File: src/rtl/ctw_pkg.sv
package ctw_pkg;
    localparam int unsigned WORD_W = 64;
    localparam int unsigned HALF_W = WORD_W / 2;
    localparam logic [HALF_W-1:0] CTW_SIGNATURE = 32'hDEADC0DE;

    typedef enum logic [2:0] {
        ST_IDLE,
        ST_HEAD,
        ST_CHECK,
        ST_STREAM,
        ST_DRAIN,
        ST_FINISH,
        ST_FAULT
    } ctw_state_e;
endpackage

File: src/rtl/ctw_hdr_check.sv
module ctw_hdr_check
    import ctw_pkg::*;
(
    input  logic [WORD_W-1:0] word_i,
    output logic              sig_ok_o,
    output logic [HALF_W-1:0] count_o,
    output logic              count_zero_o
);
    always_comb begin
        sig_ok_o     = (word_i[WORD_W-1:HALF_W] == CTW_SIGNATURE);
        count_o      = word_i[HALF_W-1:0];
        count_zero_o = (word_i[HALF_W-1:0] == '0);
    end
endmodule

File: src/rtl/ctw_rd_seq.sv
module ctw_rd_seq #(
    parameter int unsigned TADDR_W = 8,
    parameter int unsigned CNT_W   = 32
) (
    input  logic               clk,
    input  logic               rst_n,
    input  logic               clear_i,
    input  logic               issue_i,
    input  logic [TADDR_W-1:0] base_i,
    output logic [CNT_W-1:0]   issued_o,
    output logic [TADDR_W-1:0] entry_addr_o,
    output logic               pend_o
);
    logic [CNT_W-1:0] issued_q;
    logic             pend_q;

    always_ff @(posedge clk or negedge rst_n) begin
        if (!rst_n) begin
            issued_q <= '0;
            pend_q   <= 1'b0;
        end else begin
            pend_q <= issue_i;
            if (clear_i)
                issued_q <= '0;
            else if (issue_i)
                issued_q <= issued_q + CNT_W'(1);
        end
    end

    always_comb begin
        entry_addr_o = base_i + TADDR_W'(1) + TADDR_W'(issued_q);
        issued_o     = issued_q;
        pend_o       = pend_q;
    end
endmodule

File: src/rtl/ctw_wr_stage.sv
module ctw_wr_stage
    import ctw_pkg::*;
#(
    parameter int unsigned CNT_W = 32
) (
    input  logic              clk,
    input  logic              rst_n,
    input  logic              clear_i,
    input  logic              cap_i,
    input  logic [WORD_W-1:0] entry_i,
    output logic              wr_en_o,
    output logic [HALF_W-1:0] wr_addr_o,
    output logic [HALF_W-1:0] wr_data_o,
    output logic [CNT_W-1:0]  cap_cnt_o
);
    logic [CNT_W-1:0] cap_cnt_q;

    always_ff @(posedge clk or negedge rst_n) begin
        if (!rst_n) begin
            wr_en_o   <= 1'b0;
            wr_addr_o <= '0;
            wr_data_o <= '0;
            cap_cnt_q <= '0;
        end else begin
            wr_en_o <= cap_i;
            if (cap_i) begin
                wr_addr_o <= entry_i[WORD_W-1:HALF_W];
                wr_data_o <= entry_i[HALF_W-1:0];
            end
            if (clear_i)
                cap_cnt_q <= '0;
            else if (cap_i)
                cap_cnt_q <= cap_cnt_q + CNT_W'(1);
        end
    end

    assign cap_cnt_o = cap_cnt_q;
endmodule

File: src/rtl/cfg_table_walker.sv
module cfg_table_walker
    import ctw_pkg::*;
#(
    parameter int unsigned TADDR_W = 8
) (
    input  logic               clk,
    input  logic               rst_n,
    input  logic               start_i,
    input  logic [TADDR_W-1:0] base_i,
    output logic               tbl_rd_en_o,
    output logic [TADDR_W-1:0] tbl_rd_addr_o,
    input  logic [63:0]        tbl_rd_data_i,
    output logic               desc_wr_en_o,
    output logic [31:0]        desc_wr_addr_o,
    output logic [31:0]        desc_wr_data_o,
    output logic               busy_o,
    output logic               done_o,
    output logic               err_o
);
    localparam int unsigned CNT_W = HALF_W;

    ctw_state_e         state_q, state_d;
    logic [TADDR_W-1:0] base_q;
    logic [CNT_W-1:0]   cnt_q;
    logic               launch;
    logic               sig_ok, cnt_zero;
    logic [CNT_W-1:0]   hdr_cnt;
    logic               issue;
    logic [CNT_W-1:0]   issued;
    logic [TADDR_W-1:0] entry_addr;
    logic               pend;
    logic [CNT_W-1:0]   cap_cnt;
    logic               last_cap;

    assign launch   = (state_q == ST_IDLE) && start_i;
    assign last_cap = pend && ((cap_cnt + CNT_W'(1)) == cnt_q);

    ctw_hdr_check u_hdr (
        .word_i       (tbl_rd_data_i),
        .sig_ok_o     (sig_ok),
        .count_o      (hdr_cnt),
        .count_zero_o (cnt_zero)
    );

    ctw_rd_seq #(.TADDR_W(TADDR_W), .CNT_W(CNT_W)) u_rd (
        .clk          (clk),
        .rst_n        (rst_n),
        .clear_i      (launch),
        .issue_i      (issue),
        .base_i       (base_q),
        .issued_o     (issued),
        .entry_addr_o (entry_addr),
        .pend_o       (pend)
    );

    ctw_wr_stage #(.CNT_W(CNT_W)) u_wr (
        .clk       (clk),
        .rst_n     (rst_n),
        .clear_i   (launch),
        .cap_i     (pend),
        .entry_i   (tbl_rd_data_i),
        .wr_en_o   (desc_wr_en_o),
        .wr_addr_o (desc_wr_addr_o),
        .wr_data_o (desc_wr_data_o),
        .cap_cnt_o (cap_cnt)
    );

    // state register and walk context
    always_ff @(posedge clk or negedge rst_n) begin
        if (!rst_n) begin
            state_q <= ST_IDLE;
            base_q  <= '0;
            cnt_q   <= '0;
        end else begin
            state_q <= state_d;
            if (launch)
                base_q <= base_i;
            if (state_q == ST_CHECK)
                cnt_q <= hdr_cnt;
        end
    end

    // next state
    always_comb begin
        state_d = state_q;
        unique case (state_q)
            ST_IDLE:   if (start_i) state_d = ST_HEAD;
            ST_HEAD:   state_d = ST_CHECK;
            ST_CHECK: begin
                if (!sig_ok)       state_d = ST_FAULT;
                else if (cnt_zero) state_d = ST_FINISH;
                else               state_d = ST_STREAM;
            end
            ST_STREAM: if (last_cap) state_d = ST_DRAIN;
            ST_DRAIN:  state_d = ST_FINISH;
            ST_FINISH: state_d = ST_IDLE;
            ST_FAULT:  state_d = ST_IDLE;
            default:   state_d = ST_IDLE;
        endcase
    end

    // outputs
    always_comb begin
        issue = 1'b0;
        unique case (state_q)
            ST_CHECK:  issue = sig_ok && !cnt_zero;
            ST_STREAM: issue = (issued != cnt_q);
            default:   issue = 1'b0;
        endcase
        tbl_rd_en_o   = (state_q == ST_HEAD) || issue;
        tbl_rd_addr_o = (state_q == ST_HEAD) ? base_q : entry_addr;
        busy_o        = (state_q != ST_IDLE);
        done_o        = (state_q == ST_FINISH);
        err_o         = (state_q == ST_FAULT);
    end
endmodule

File: config.mk
export PLATFORM = sky130hd
export DESIGN_NAME = cfg_table_walker
export DESIGN_NICKNAME = d
export VERILOG_FILES = /design/src/rtl/ctw_pkg.sv /design/src/rtl/ctw_hdr_check.sv /design/src/rtl/ctw_rd_seq.sv /design/src/rtl/ctw_wr_stage.sv /design/src/rtl/cfg_table_walker.sv
export SDC_FILE = /design/constraint.sdc
export NUM_CORES = 1
export LEC_CHECK = 0
export BUFFER_PORTS_ARGS = -buffer_cell sky130_fd_sc_hd__buf_4
export CAP_MARGIN = 0
export CORE_MARGIN = 2
export CORE_UTILIZATION = 40
export CTS_CLUSTER_SIZE = 12
export DETAILED_ROUTE_END_ITERATION = 6
export HOLD_SLACK_MARGIN = 0.12
export PLACE_DENSITY_LB_ADDON = 0.2
export SLEW_MARGIN = 20
export SYNTH_ARGS = -nofsm -noshare
export SYNTH_HDL_FRONTEND = slang
export SYNTH_SLANG_ARGS = --single-unit
File: constraint.sdc
create_clock -name clk -period 3.09 [get_ports clk]
set_input_delay 0.309 -clock clk [delete_from_list [all_inputs] [get_ports clk]]
set_output_delay 0.309 -clock clk [all_outputs]
set_load 0.02 [all_outputs]
# --- Word level (Yosys, flattened, before mapping) ---
# Cells that the tools add are included.
op_classes:
  n_reduce_logical: 11
  n_addsub: 4
  muxes: 11
  n_eq_ne: 11
op_table:
  columns: ["operator", "n"]
  rows:
  - ["$mux W32", 4]
  - ["$add A32 B1 Y32 const B", 2]
  - ["$eq A32 B32 Y1", 1]
  - ["$eq A32 B32 Y1 const B", 1]
  - ["$logic_not A32 Y1", 1]
  - ["$ne A32 B32 Y1", 1]
  - ["$pmux W3 S5", 1]
  - ["$mux W3", 4]
  - ["$eq A3 B3 Y1 const B", 3]
  - ["$add A8 B1 Y8 const B", 1]
  - ["$add A8 B8 Y8", 1]
  - ["$mux W8", 1]
  - ["$eq A3 B2 Y1 const B", 2]
  - ["$ne A2 B2 Y1 const B", 2]
  - ["$reduce_bool A2 Y1", 2]
  - ["$eq A3 B1 Y1 const B", 1]
  - ["$logic_and A1 B1 Y1", 3]
  - ["$logic_not A3 Y1", 1]
  - ["$reduce_bool A3 Y1", 1]
  - ["$pmux W1 S2", 1]
  - ["$reduce_and A2 Y1", 1]
  - ["$logic_not A1 Y1", 1]
  - ["$logic_or A1 B1 Y1", 1]
word_totals:
  reg_bits: 173
  word_cells: 46
  input_bits: 75
  output_inout_bits: 77

# --- Longest topological paths before layout ---
# Gate-level depths: netlist of the first run.
depth:
  ltp_word: 6
  mapped_depth: 11
  depth_no_buf: 11

# --- By module ---
# A second synthesis of the first run with hierarchy kept.
hier_totals:
  hier_cells: 915
  hier_area_um2: 9803.2
by_module_without_submodules:
  columns: ["module", "area_each_um2", "seq_area_each_um2", "cells_per_inst", "instances"]
  rows:
  - ["ctw_wr_stage", 4033.9, 2427.3, 310, 1]
  - ["cfg_table_walker", 3353.2, 1076.0, 334, 1]
  - ["ctw_rd_seq", 2018.2, 825.8, 217, 1]
  - ["ctw_hdr_check", 397.9, 0.0, 54, 1]

# --- Worst setup path after synthesis of the first run ---
# Ideal clock, no wire load.
synth_path:
  kind: "reg-to-reg"
  startpoint: "register u_wr.cap_cnt_q[0], in the netlist u_wr.cap_cnt_o[0]"
  endpoint: "register state_q[1]"
  arrival_ns: 2.591
  stages_incl_launch_ff: 10
  slack_ns: 0.352
  period_less_slack_ns: 2.738
  path_buffers: 0
  required_time_ns: 2.943
  setup_time_ns: 0.147
  cell_sequence: "dfrtp_1 -> ha_1 -> nand4_1 -> or3_1 -> nor4_1 -> a21oi_1 -> a2111oi_1 -> nand4_1 -> nor4_1 -> a221oi_1"
synth_between:
  elab_chain_cells: 5
synth_lines:
  columns: ["element", "line", "source"]
  rows:
  - ["from (decl)", "ctw_wr_stage.sv:16", "logic [CNT_W-1:0] cap_cnt_q;"]
  - ["from (signal assigned)", "ctw_wr_stage.sv:33", "cap_cnt_q <= cap_cnt_q + CNT_W'(1);"]
  - ["$add A32 B1 Y32", "cfg_table_walker.sv:36", "assign last_cap = pend && ((cap_cnt + CNT_W'(1)) == cnt_q);"]
  - ["$eq A32 B32 Y1", "cfg_table_walker.sv:36", null]
  - ["$logic_and A1 B1 Y1", "cfg_table_walker.sv:36", null]
  - ["$ne A2 B2 Y1 (no source line)", null, null]
  - ["$reduce_and A2 Y1 (no source line)", null, null]
  - ["to (signal assigned)", "cfg_table_walker.sv:75", "state_q <= state_d;"]
  - ["to (decl)", "cfg_table_walker.sv:22", "ctw_state_e state_q, state_d;"]
# No other way between the ends.
# A chain may end at the register's enable or synchronous reset.

# --- Final worst setup path of the first run ---
layout_path:
  startpoint: "input tbl_rd_data_i[24]"
  endpoint: "output tbl_rd_en_o"
layout_between:
  elab_chain_cells: 5
layout_lines:
  columns: ["element", "line", "source"]
  rows:
  - ["from (decl)", "cfg_table_walker.sv:12", "input logic [63:0] tbl_rd_data_i,"]
  - ["$logic_not A32 Y1", "ctw_hdr_check.sv:12", "count_zero_o = (word_i[HALF_W-1:0] == '0);"]
  - ["$logic_not A1 Y1", "cfg_table_walker.sv:106", "ST_CHECK: issue = sig_ok && !cnt_zero;"]
  - ["$logic_and A1 B1 Y1", "cfg_table_walker.sv:106", null]
  - ["$pmux W1 S2", "cfg_table_walker.sv:105", "unique case (state_q)"]
  - ["$logic_or A1 B1 Y1", "cfg_table_walker.sv:110", "tbl_rd_en_o = (state_q == ST_HEAD) || issue;"]
  - ["to (decl)", "cfg_table_walker.sv:10", "output logic tbl_rd_en_o,"]
# No other way between the ends.

==> impl_metrics.py, run 1 <==
metrics = {
    "pwr": {
        "power.total_mw": 10.3,
        "power.internal_mw": 6.32,
        "seqPwrFrac_pct": 37.0,
        "power_leakage_nw": 5.14,
        "irDropWorstVdd_mv": 0.539,
        "p_sw_share_pct": 38.9,
        "p_switching_mw": 4.02,
        "power-per-cell-area_nw_per_um2": 849,
        "comb_power_share_pct": 42.7,
        "pwr-share-clk_pct": 20.2,
    },
    "route": {
        "drc": 0,
        "first_iter_violations": 395,
        "wl_per_cell_um": 17.4,
        "via_count": 7502,
        "antenna_left": 0,
        "drtPass1Iterations": 4,
        "routed_wl_mm": 25.2,
        "via_per_inst": 5.17,
    },
    "die": {
        "die_y_um": 157,
        "start_util_pct": 40.9,
        "core_area_um2": 22800,
        "die_area_um2": 24500,
        "die_w_um": 157,
        "io_pins": 152,
        "std_cell_rows": 55,
    },
    "setup_path": {
        "critPathArrivalTime_ps": 2700,
        "path_class": "in2out",
        "max_stage_delay_ps": 530,
        "crit_path_end_kind": "output port",
        "crit_chain": "dlygate4sd3_1 -> buf_4 -> nor4_1 -> nand4_1 -> o211ai_1 -> a21oi_1 -> buf_4 -> and2_1 -> or2_2 -> buf_4",
        "crit_top_cell": "buf_4",
        "cp.required_ps": 2780,
        "cp_slowest_cell": "dlygate4sd3_1",
        "critPathMaxFanout": 3,
        "startpoint_type": "input port",
    },
    "logic_synthesis": {
        "synthesis.nets": 990,
        "yosys.cell_types.count": 60,
        "syn_inst": 905,
        "synth_top_area_share_pct": 46.4,
        "syn_area_um2": 9320,
        "yosys_warnings": 0,
        "synth_seq_cells": 173,
        "synthTopCellsByCount": "173 x dfrtp_1, 98 x xnor2_1, 96 x mux2_2",
        "ys_seq_area_share_pct": 46.4,
        "synth_top_cell_by_area": "dfrtp_1",
        "yosysMostFrequentCell": "dfrtp_1",
        "synth_edf_count": 0,
        "syn-mean-instance-area_um2": 10.3,
        "netlist_top_cells_area": "dfrtp_1 46%, mux2_2 12%, xnor2_1 9.2%",
        "synth_flop_cell": "dfrtp_1",
        "async_flop_share_pct": 100,
    },
    "timing": {
        "maxClockFrequency_mhz": 332,
        "slew_viol_final": 0,
        "timing.final.ws_setup_ps": 79.3,
        "timing.final.crit_period_ps": 3010,
        "post-route-period-util_pct": 97.4,
        "max_slew_margin_pct": 37.3,
        "fin_skew_ps": 10.7,
        "tns_ps": 0,
        "setup_viol": 0,
        "rsz0062_at_grt": "true",
        "tightest_slew_ps": 941,
        "finalHoldViolations": 0,
    },
    "global_routing": {
        "grt_max_degree": 73,
        "grt.overflow.total": 0,
        "grt_pass1_wl_mm": 40.9,
        "antenna_found_initial": 0,
        "grt_pass1_vias": 7586,
        "gr-usage-all-layers_pct": 21.4,
    },
    "run_status": {
        "status": "finished, final reports clean",
    },
    "cts": {
        "cts_setup_buffers": 0,
        "cts_sinks": 173,
        "cts_tree": "done",
        "clkSlewWorstSetupHoldPaths_ps": 70,
        "cts_root_buf": "clkbuf_16",
        "htreeDepth": 4,
        "clock_latency_ps": 440,
        "cts_buffer_depth": 2,
        "numCtsBuffers": 17,
    },
    "cells_and_area": {
        "nets": 1210,
        "diodes": 0,
        "synthToLayoutAreaGrowth_pct": 30.8,
        "num-fill-cells": 2011,
        "drive_gt1_share_pct": 29.7,
    },
    "placement": {
        "place.gp.congestion": 0.956,
        "place_hpwl_mm": 18.2,
        "dpl_worst_slack_ps": 271,
        "io_buffers": 151,
    },
    "worst_hold_path": {
        "hold_class": "in2reg",
    },
    "run": {
        "cap_viol_max_count": 0,
    },
}
-- cells by family (layout without fill, tap and decap cells) --
kind of cell / count (synthesis) / after routing / share of synthesized area [%]
AND/OR/NAND/NOR: 337 / 337 / 19.2
multiplexers: 103 / 103 / 12.4
adder cells (fa/ha/maj): 10 / 10 / 1.42
AO/OA/AOI/OAI: 78 / 78 / 5.22
XOR/XNOR: 131 / 131 / 12.3
flip-flops: 173 / 173 / 46.4
buffers and inverters: 73 / 306 / 3.09
-- worst max-delay path, delay by kind of cell --
family                 cells  cell delay (ps)
AND/OR/NAND/NOR            4              980
AO/OA/AOI/OAI              2              420
buffers and inverters      4              990
-- repair_timing --
action | CTS | global route
hold buffers | 65 | 0
resized for setup | 0 | 9
endpoints found under the setup margin | 0 | 6
hold endpoints to repair | 138 | 0
-- stage by stage --
| stage | cell area, µm² | hold WS, ps | cells | utilization, % |
|---|---|---|---|---|
| after floorplan | 9320 | 13.4 | 905 | - |
| after global placement | 10900 | 378 | 1354 | 48.0 |
| after detailed placement | 10900 | 378 | 1354 | 48.0 |
| after CTS | 12200 | 121 | 1451 | 53.3 |
| after global routing | 12200 | 123 | 1451 | 53.5 |
| final | 12200 | 131 | 1451 | 53.5 |
-- registers in the layout, indices dropped and copies added (netlist names) --
| name | flops |
|---|---|
| state_q | 3 |
| u_rd.pend_o | 1 |
| base_q | 8 |
| cnt_q | 32 |
| u_rd.issued_o | 32 |
| u_wr.wr_addr_o | 32 |
| u_wr.wr_en_o | 1 |
| u_wr.wr_data_o | 32 |
| u_wr.cap_cnt_o | 32 |
-- metal layers --
layer / GRT usage [%] / up-vias / wire, µm
met5: 0 / - / 0
met4: 7.03 / 0 / 577
met3: 4.62 / 32 / 1230
met2: 33.5 / 216 / 11700
met1: 29.5 / 3614 / 11600
li1: - / 3640 / -
-- power groups by stage --
| stage | logic (mW) | clock network [mW] | registers (mW) |
|---|---|---|---|
| 2_1_floorplan | 2.35 | 0 | 4.08 |
| 6_report | 4.42 | 2.09 | 3.83 |
| 4_1_cts | 4.45 | 2.14 | 3.84 |
| 5_1_grt | 4.79 | 2.24 | 3.94 |
| 3_5_place_dp | 4.36 | 0 | 3.86 |
| 3_3_place_gp | 4.34 | 0 | 3.85 |
-- layout by cell type (no fill, tap or decap), types with 4 or more instances in the layout --
| master | netlist | layout |
|---|---|---|
| a21oi_1 | 27 | 27 |
| and2_1 | 6 | 5 |
| and3_1 | 13 | 13 |
| and4_1 | 8 | 8 |
| buf_4 | 1 | 181 |
| clkbuf_16 | 0 | 17 |
| dfrtp_1 | 173 | 170 |
| dlygate4sd3_1 | 0 | 65 |
| ha_1 | 9 | 9 |
| inv_1 | 24 | 24 |
| inv_6 | 0 | 5 |
| inv_8 | 0 | 4 |
| mux2_2 | 96 | 96 |
| mux2i_1 | 7 | 7 |
| nand2_1 | 70 | 70 |
| nand3_1 | 20 | 20 |
| nand4_1 | 34 | 34 |
| nor2_1 | 76 | 74 |
| nor3_1 | 34 | 34 |
| nor4_1 | 27 | 23 |
| nor4_2 | 1 | 4 |
| o211ai_1 | 4 | 4 |
| o21ai_0 | 23 | 22 |
| or2_2 | 4 | 4 |
| or3_1 | 12 | 12 |
| or4_1 | 4 | 4 |
| or4bb_1 | 4 | 4 |
| xnor2_1 | 98 | 98 |
| xor2_1 | 33 | 33 |
-- worst paths after layout --
| kind | start | to | slack [ps] | cells past startpoint |
|---|---|---|---|---|
| worst max-delay path | tbl_rd_data_i[24] | tbl_rd_en_o | 80 | 10 |
| worst min-delay path | tbl_rd_data_i[10] | u_wr.wr_data_o[10]$_DFFE_PN0P_ | 130 | 2 |
| worst max register to register | u_wr.cap_cnt_o[5]$_DFFE_PN0P_ | state_q[1]$_DFFE_PN0P_ | 280 | 10 |
| worst min register to register | base_q[7]$_DFFE_PN0P_ | base_q[7]$_DFFE_PN0P_ | 500 | 2 |
| max in group asynchronous | rst_n | cnt_q[18]$_DFFE_PN0P_ | 1810 | 3 |
| min in group asynchronous | rst_n | u_rd.issued_o[18]$_DFFE_PN0P_ | 470 | 2 |
-- cell type report --
| type | instances | area [µm²] | share of cell area [%] |
|---|---|---|---|
| inverter | 25 | 93.8 | 0.770 |
| sequential | 173 | 4340 | 35.6 |
| multi-input combinational | 659 | 4740 | 38.9 |
| clock inverter | 14 | 125 | 1.03 |
| clock buffer | 18 | 439 | 3.60 |
| timing repair buffer | 249 | 2060 | 16.9 |
| tap | 313 | 392 | 3.21 |
(Power assumes the default switching activity.)
==> inputs of run 2 (changes only) <==
ABC_AREA = 1   (was unset)
==> run 2 against run 1 <==
Clock skew is 4.8 ps higher. Highest routed layer unchanged. Via count grew 27%. Clock power rose by 4%. Sequential share of layout area down 0.75 points. Setup slack gained 130 ps. Largest cell class unchanged. Synthesized area up 5.1%. Flip-flop and latch count stayed put. Total power is 0.16% higher. Non-clock buffer count down 28. Count of clock-buffer cells in the layout down 1.
==> impl_metrics.py, run 2 <==
metrics = {
    "die": {
        "start_util_pct": 40.5,
        "die_area_um2": 25800,
        "io_pins": 152,
        "core_area_um2": 24200,
        "die_y_um": 161,
        "std_cell_rows": 57,
        "die_w_um": 161,
    },
    "cts": {
        "numCtsBuffers": 17,
        "cts_root_buf": "clkbuf_16",
        "clkSlewWorstSetupHoldPaths_ps": 80,
        "clock_latency_ps": 440,
        "cts_sinks": 173,
        "cts_tree": "done",
        "cts_buffer_depth": 2,
        "htreeDepth": 4,
    },
    "setup_path": {
        "crit_top_cell": "nand2_1",
        "startpoint_type": "flop",
        "crit_path_end_kind": "output port",
        "worst_r2r_path_depth": 14,
        "critPathArrivalTime_ps": 2570,
        "path_class": "reg2out",
        "critPathMaxFanout": 5,
        "max_stage_delay_ps": 460,
        "r2r-end": "state_q[2]$_DFFE_PN0P_",
        "cp_top_family": "simple AND/OR/NAND/NOR gates",
        "crit_chain": "ha_1 -> a21oi_1 -> nand2_1 -> nand2_1 -> nand2_1 -> a21oi_2 -> nor2_1 -> o21a_1 -> nor2_1 -> xor2_1 -> nand2_1 -> nand2_1 -> buf_4",
        "r2r_slack_ps": 670,
        "cp.required_ps": 2780,
        "cp_num_buf_inv": 1,
        "cp_slowest_cell": "dfrtp_1",
        "r2r_start": "u_wr.cap_cnt_o[7]$_DFFE_PN0P_",
    },
    "logic_synthesis": {
        "async_flop_share_pct": 100,
        "synthTopCellsByCount": "491 x nand2_1, 173 x dfrtp_1, 129 x inv_1",
        "yosysMostFrequentCell": "nand2_1",
        "netlist_top_cells_area": "dfrtp_1 44%, nand2_1 19%, inv_1 4.9%",
        "syn-mean-instance-area_um2": 7.32,
        "synth_flop_cell": "dfrtp_1",
        "synth_seq_cells": 173,
        "synth_top_area_share_pct": 44.2,
        "syn_inst": 1339,
        "synthesis.nets": 1424,
        "synth_edf_count": 0,
        "yosys.cell_types.count": 39,
        "syn_area_um2": 9800,
        "yosys_warnings": 0,
        "ys_seq_area_share_pct": 44.2,
        "synth_top_cell_by_area": "dfrtp_1",
    },
    "route": {
        "drc": 0,
        "routed_wl_mm": 31.6,
        "via_per_inst": 5.10,
        "via_count": 9548,
        "wl_per_cell_um": 16.9,
        "antenna_left": 0,
        "first_iter_violations": 660,
        "drtPass1Iterations": 6,
    },
    "timing": {
        "tns_ps": 0,
        "max_slew_margin_pct": 41.7,
        "post-route-period-util_pct": 93.2,
        "maxClockFrequency_mhz": 347,
        "rsz0062_at_grt": "false",
        "fin_skew_ps": 15.4,
        "timing.final.crit_period_ps": 2880,
        "finalHoldViolations": 0,
        "timing.final.ws_setup_ps": 211,
        "hold_slack_ps": 134,
        "tightest_slew_ps": 873,
        "setup_viol": 0,
        "slew_viol_final": 0,
    },
    "placement": {
        "io_buffers": 151,
        "place_hpwl_mm": 23.7,
        "dp_cells": 1790,
        "dpl_worst_slack_ps": 577,
        "dpl_cell_area_um2": 11300,
        "place.gp.congestion": 1.00,
    },
    "cells_and_area": {
        "final_common_cell": "nand2_1",
        "fin_cells": 1873,
        "nets": 1621,
        "synthToLayoutAreaGrowth_pct": 26.9,
        "drive_gt1_share_pct": 15.6,
        "final_cell_mix": "491 x nand2_1, 173 x dfrtp_1, 170 x buf_4",
        "final_area_um2": 12400,
        "diodes": 0,
    },
    "global_routing": {
        "antenna_found_initial": 0,
        "grt_pass1_vias": 9439,
        "gr-usage-all-layers_pct": 24.9,
        "grt.overflow.total": 0,
        "grt_max_degree": 114,
        "grt_pass1_wl_mm": 50.5,
    },
    "run_status": {
        "status": "finished, final reports clean",
    },
    "pwr": {
        "irDropWorstVdd_mv": 0.500,
        "power_leakage_nw": 5.84,
        "power-per-cell-area_nw_per_um2": 833,
    },
    "worst_hold_path": {
        "holdPathEnd": "cnt_q[3]$_DFFE_PN0P_",
        "hold_class": "in2reg",
        "hold_path.startpoint": "tbl_rd_data_i[3]",
        "min_path_cells": 3,
    },
    "run": {
        "cap_viol_max_count": 0,
    },
}
## run 2: changes by cell type after synthesis, sizes merged, moves of 13 or more
cell	previous run	this run
nand2	70	497
o22ai	1	28
mux2	96	0
o31ai	1	16
inv	25	136
xor2	33	17
and3	13	0
nand3	20	68
xnor2	98	41
nor4	29	11
nor2	76	130
o21ai	23	89
a21oi	28	12
## run 2: tightest hold or removal path: stages
cell and delay [ps]:
buf_4 90, nand2_1 60, o21ai_0 70
## run 2: power breakdown
part           internal [mW]  switching [mW]
Combinational           1.71            2.72
Clock                   1.09            1.09
Sequential              3.00           0.752
## run 2: worst max-delay path by stage
stage | startpoint | end | slack (ps) | cells after the start
5_1_grt | tbl_rd_data_i[17] | tbl_rd_en_o | 10 | 13
2_1_floorplan | u_rd.issued_o[0]$_DFFE_PN0P_ | tbl_rd_addr_o[6] | 550 | 12
3_3_place_gp | u_rd.issued_o[0]$_DFFE_PN0P_ | tbl_rd_addr_o[6] | 620 | 13
4_1_cts | tbl_rd_data_i[54] | tbl_rd_en_o | 110 | 14
3_5_place_dp | u_rd.issued_o[0]$_DFFE_PN0P_ | tbl_rd_addr_o[6] | 580 | 13
6_report | u_rd.issued_o[2]$_DFFE_PN0P_ | tbl_rd_addr_o[7] | 210 | 13
## run 2: stage by stage
| step | power (mW) | util [%] |
|---|---|---|
| global route | 11.0 | 51.4 |
| detailed placement | 8.15 | 46.8 |
| CTS | 10.4 | 51.3 |
| finish | 10.4 | 51.4 |
| global placement | 8.11 | 46.8 |
| floorplan | 6.19 | - |
## run 2: cell families after synthesis
| logic type | count (synthesis) | share of synthesized area, % |
|---|---|---|
| simple gates | 769 | 33.4 |
| compound gates | 148 | 8.41 |
| flops | 173 | 44.2 |
| fa+ha+maj | 10 | 1.35 |
| buf+inv | 179 | 7.05 |
| xor+xnor | 60 | 5.64 |
## run 2: layout make-up
class                   instances  area [µm²]
multi-input cells             987        4800
fillers                      2312       11700
well taps                     324         405
clock inverters                15         168
repair buffers                221        1800
clock buffers                  17         425
inverters                     136         510
flip-flops and latches        173        4330
## run 2: metal layers
metal	global-route usage [%]	vias up	share of wire (%)
met3	5.66	58	6.7
met4	9.95	0	3.4
li1	-	4684	-
met1	32.7	4460	44
met5	0	-	0
met2	40.1	346	46
## run 2: timing repair
action                                  4_1_cts  5_1_grt
hold buffers                                 49        0
hold endpoints to repair                    223        0
resized for setup                             0        3
endpoints found under the setup margin        0        3
setup buffers                                 0        2
==> inputs of run 3 (changes only) <==
clock period = 2.4 ns   (was 3.09 ns; I/O delays follow)
==> run 3 against run 2 <==
The run now ends with negative setup slack left. Critical endpoint is now tbl_rd_addr_o[6]. Combinational power grew 44%. Via count up 4.0%. Largest power group unchanged. Total power grew 36%. Final area grew 7.4%.
==> impl_metrics.py, run 3 (synthesized netlist as in run 2, its figures left out) <==
metrics = {
    "timing": {
        "finalHoldViolations": 0,
        "slew_viol_final": 0,
        "max_slew_margin_pct": 65.8,
        "fin_skew_ps": 14.4,
        "timing.final.ws_setup_ps": -303,
        "post-route-period-util_pct": 113,
        "rsz0062_at_grt": "true",
        "setup_viol": 3,
        "hold_slack_ps": 121,
        "tns_ps": -702,
        "maxClockFrequency_mhz": 370,
        "tightest_slew_ps": 513,
        "timing.final.crit_period_ps": 2700,
    },
    "setup_path": {
        "path_class": "reg2out",
        "crit_path_end_kind": "output port",
        "max_stage_delay_ps": 390,
        "r2r_slack_ps": 180,
        "crit_chain": "inv_2 -> ha_4 -> inv_2 -> fa_2 -> a21o_1 -> a21oi_2 -> nor2_1 -> nor2_1 -> nor2_1 -> nor2_1 -> xor2_1 -> o21ai_1 -> buf_4",
        "critPathArrivalTime_ps": 2460,
        "cp_num_buf_inv": 3,
        "critPathMaxFanout": 2,
        "startpoint_type": "flop",
        "cp.required_ps": 2160,
        "cp_slowest_cell": "dfrtp_1",
        "crit_top_cell": "nor2_1",
        "cp_top_family": "adder cells",
    },
    "global_routing": {
        "gr-usage-all-layers_pct": 25.9,
        "grt_max_degree": 93,
        "antenna_found_initial": 1,
        "grt_pass1_vias": 9790,
        "grt_pass1_wl_mm": 52.5,
        "grt.overflow.total": 0,
    },
    "route": {
        "routed_wl_mm": 33.0,
        "antenna_left": 0,
        "top_layer": "met4",
        "via_count": 9930,
        "wl_per_cell_um": 17.0,
        "via_per_inst": 5.10,
        "route.met2.wl_mm": 15.4,
        "first_iter_violations": 736,
        "drtPass1Iterations": 5,
        "wl_met1_mm": 14.4,
        "drc": 0,
        "wl_met3_mm": 2.25,
    },
    "placement": {
        "place.gp.congestion": 0.953,
        "dp_cells": 1822,
        "place_hpwl_mm": 24.2,
        "dpl_worst_slack_ps": 27.4,
        "dpl_cell_area_um2": 11600,
        "io_buffers": 151,
    },
    "die": {
        "std_cell_rows": 57,
        "start_util_pct": 40.5,
        "die_y_um": 161,
        "io_pins": 152,
        "die_w_um": 161,
        "die_area_um2": 25800,
        "core_area_um2": 24200,
    },
    "run": {
        "cap_viol_max_count": 0,
    },
    "pwr": {
        "power.internal_mw": 7.90,
        "irDropWorstVdd_mv": 0.633,
        "p_switching_mw": 6.16,
        "power-per-cell-area_nw_per_um2": 1050,
        "p_sw_share_pct": 43.8,
        "pwr-share-clk_pct": 20.6,
        "comb_power_share_pct": 45.3,
        "power.total_mw": 14.1,
        "seqPwrFrac_pct": 34.1,
        "power_leakage_nw": 6.24,
    },
    "cts": {
        "numCtsBuffers": 17,
        "cts_root_buf": "clkbuf_16",
        "cts_sinks": 173,
        "cts_buffer_depth": 2,
        "htreeDepth": 4,
        "clkSlewWorstSetupHoldPaths_ps": 80,
        "cts_tree": "done",
        "clock_latency_ps": 440,
    },
    "cells_and_area": {
        "diodes": 0,
        "drive_gt1_share_pct": 21.5,
        "synthToLayoutAreaGrowth_pct": 36.2,
        "fin_cells": 1946,
        "final_common_cell": "nand2_1",
        "final_cell_mix": "485 x nand2_1, 216 x buf_4, 160 x dfrtp_1",
        "nets": 1694,
        "final_area_um2": 13300,
        "post-route-util_pct": 55.2,
    },
    "worst_hold_path": {
        "hold_class": "in2reg",
    },
    "run_status": {
        "status": "complete, but fails checks",
        "violations": "negative setup slack",
    },
}
-- run 3: changes by cell type in the layout (fill, tap and decap cells not counted), moves of 13 or more --
cell           change
dlygate4sd3_1     +21
nor2_1            -19
nor2_2            +13
dfrtp_1           -13
buf_4             +46
dfrtp_2           +13
-- run 3: layout make-up --
| cell class | count | area [µm²] |
|---|---|---|
| fill | 2249 | 10800 |
| clock inverter | 15 | 193 |
| inverter | 136 | 518 |
| sequential | 173 | 4350 |
| multi-input combinational | 987 | 5010 |
| clock buffer | 17 | 425 |
| timing repair buffer | 294 | 2450 |
| tap | 324 | 405 |
-- run 3: metal layers --
layer	up-vias	track usage, %
met5	-	0
met2	361	41.8
met4	0	9.42
met3	51	5.37
li1	4823	-
met1	4695	34.7
-- run 3: power groups by stage --
stage	combinational [mW]	clock [mW]	sequential, mW
final	6.37	2.89	4.80
after global routing	6.97	3.05	4.89
after CTS	6.17	2.93	4.76
after detailed placement	5.93	0	4.78
after global placement	5.87	0	4.77
after floorplan	2.81	0	5.16
-- run 3: worst paths after layout --
| check | start | end | depth (start not counted) |
|---|---|---|---|
| setup / recovery | base_q[0]$_DFFE_PN0P_ | tbl_rd_addr_o[6] | 13 |
| hold reg to reg | u_wr.wr_data_o[12]$_DFFE_PN0P_ | u_wr.wr_data_o[12]$_DFFE_PN0P_ | 2 |
| setup reg to reg | u_wr.cap_cnt_o[9]$_DFFE_PN0P_ | state_q[2]$_DFFE_PN0P_ | 14 |
| min in group asynchronous | rst_n | u_rd.issued_o[22]$_DFFE_PN0P_ | 2 |
| hold / removal | tbl_rd_data_i[4] | cnt_q[4]$_DFFE_PN0P_ | 3 |
| max in group asynchronous | rst_n | cnt_q[13]$_DFFE_PN0P_ | 3 |
-- run 3: repair_timing --
item	CTS	global route
buffers inserted	9	15
hold buffers	70	0
pin swaps	7	22
resized for setup	16	61
hold endpoints to repair	129	0
endpoints found under the setup margin	6	11
-- run 3: worst register-to-register path: cells and delay by family, from the launching register on --
family	cells	cell delay (ps)
and+or+nand+nor	14	1730
DFF	1	430
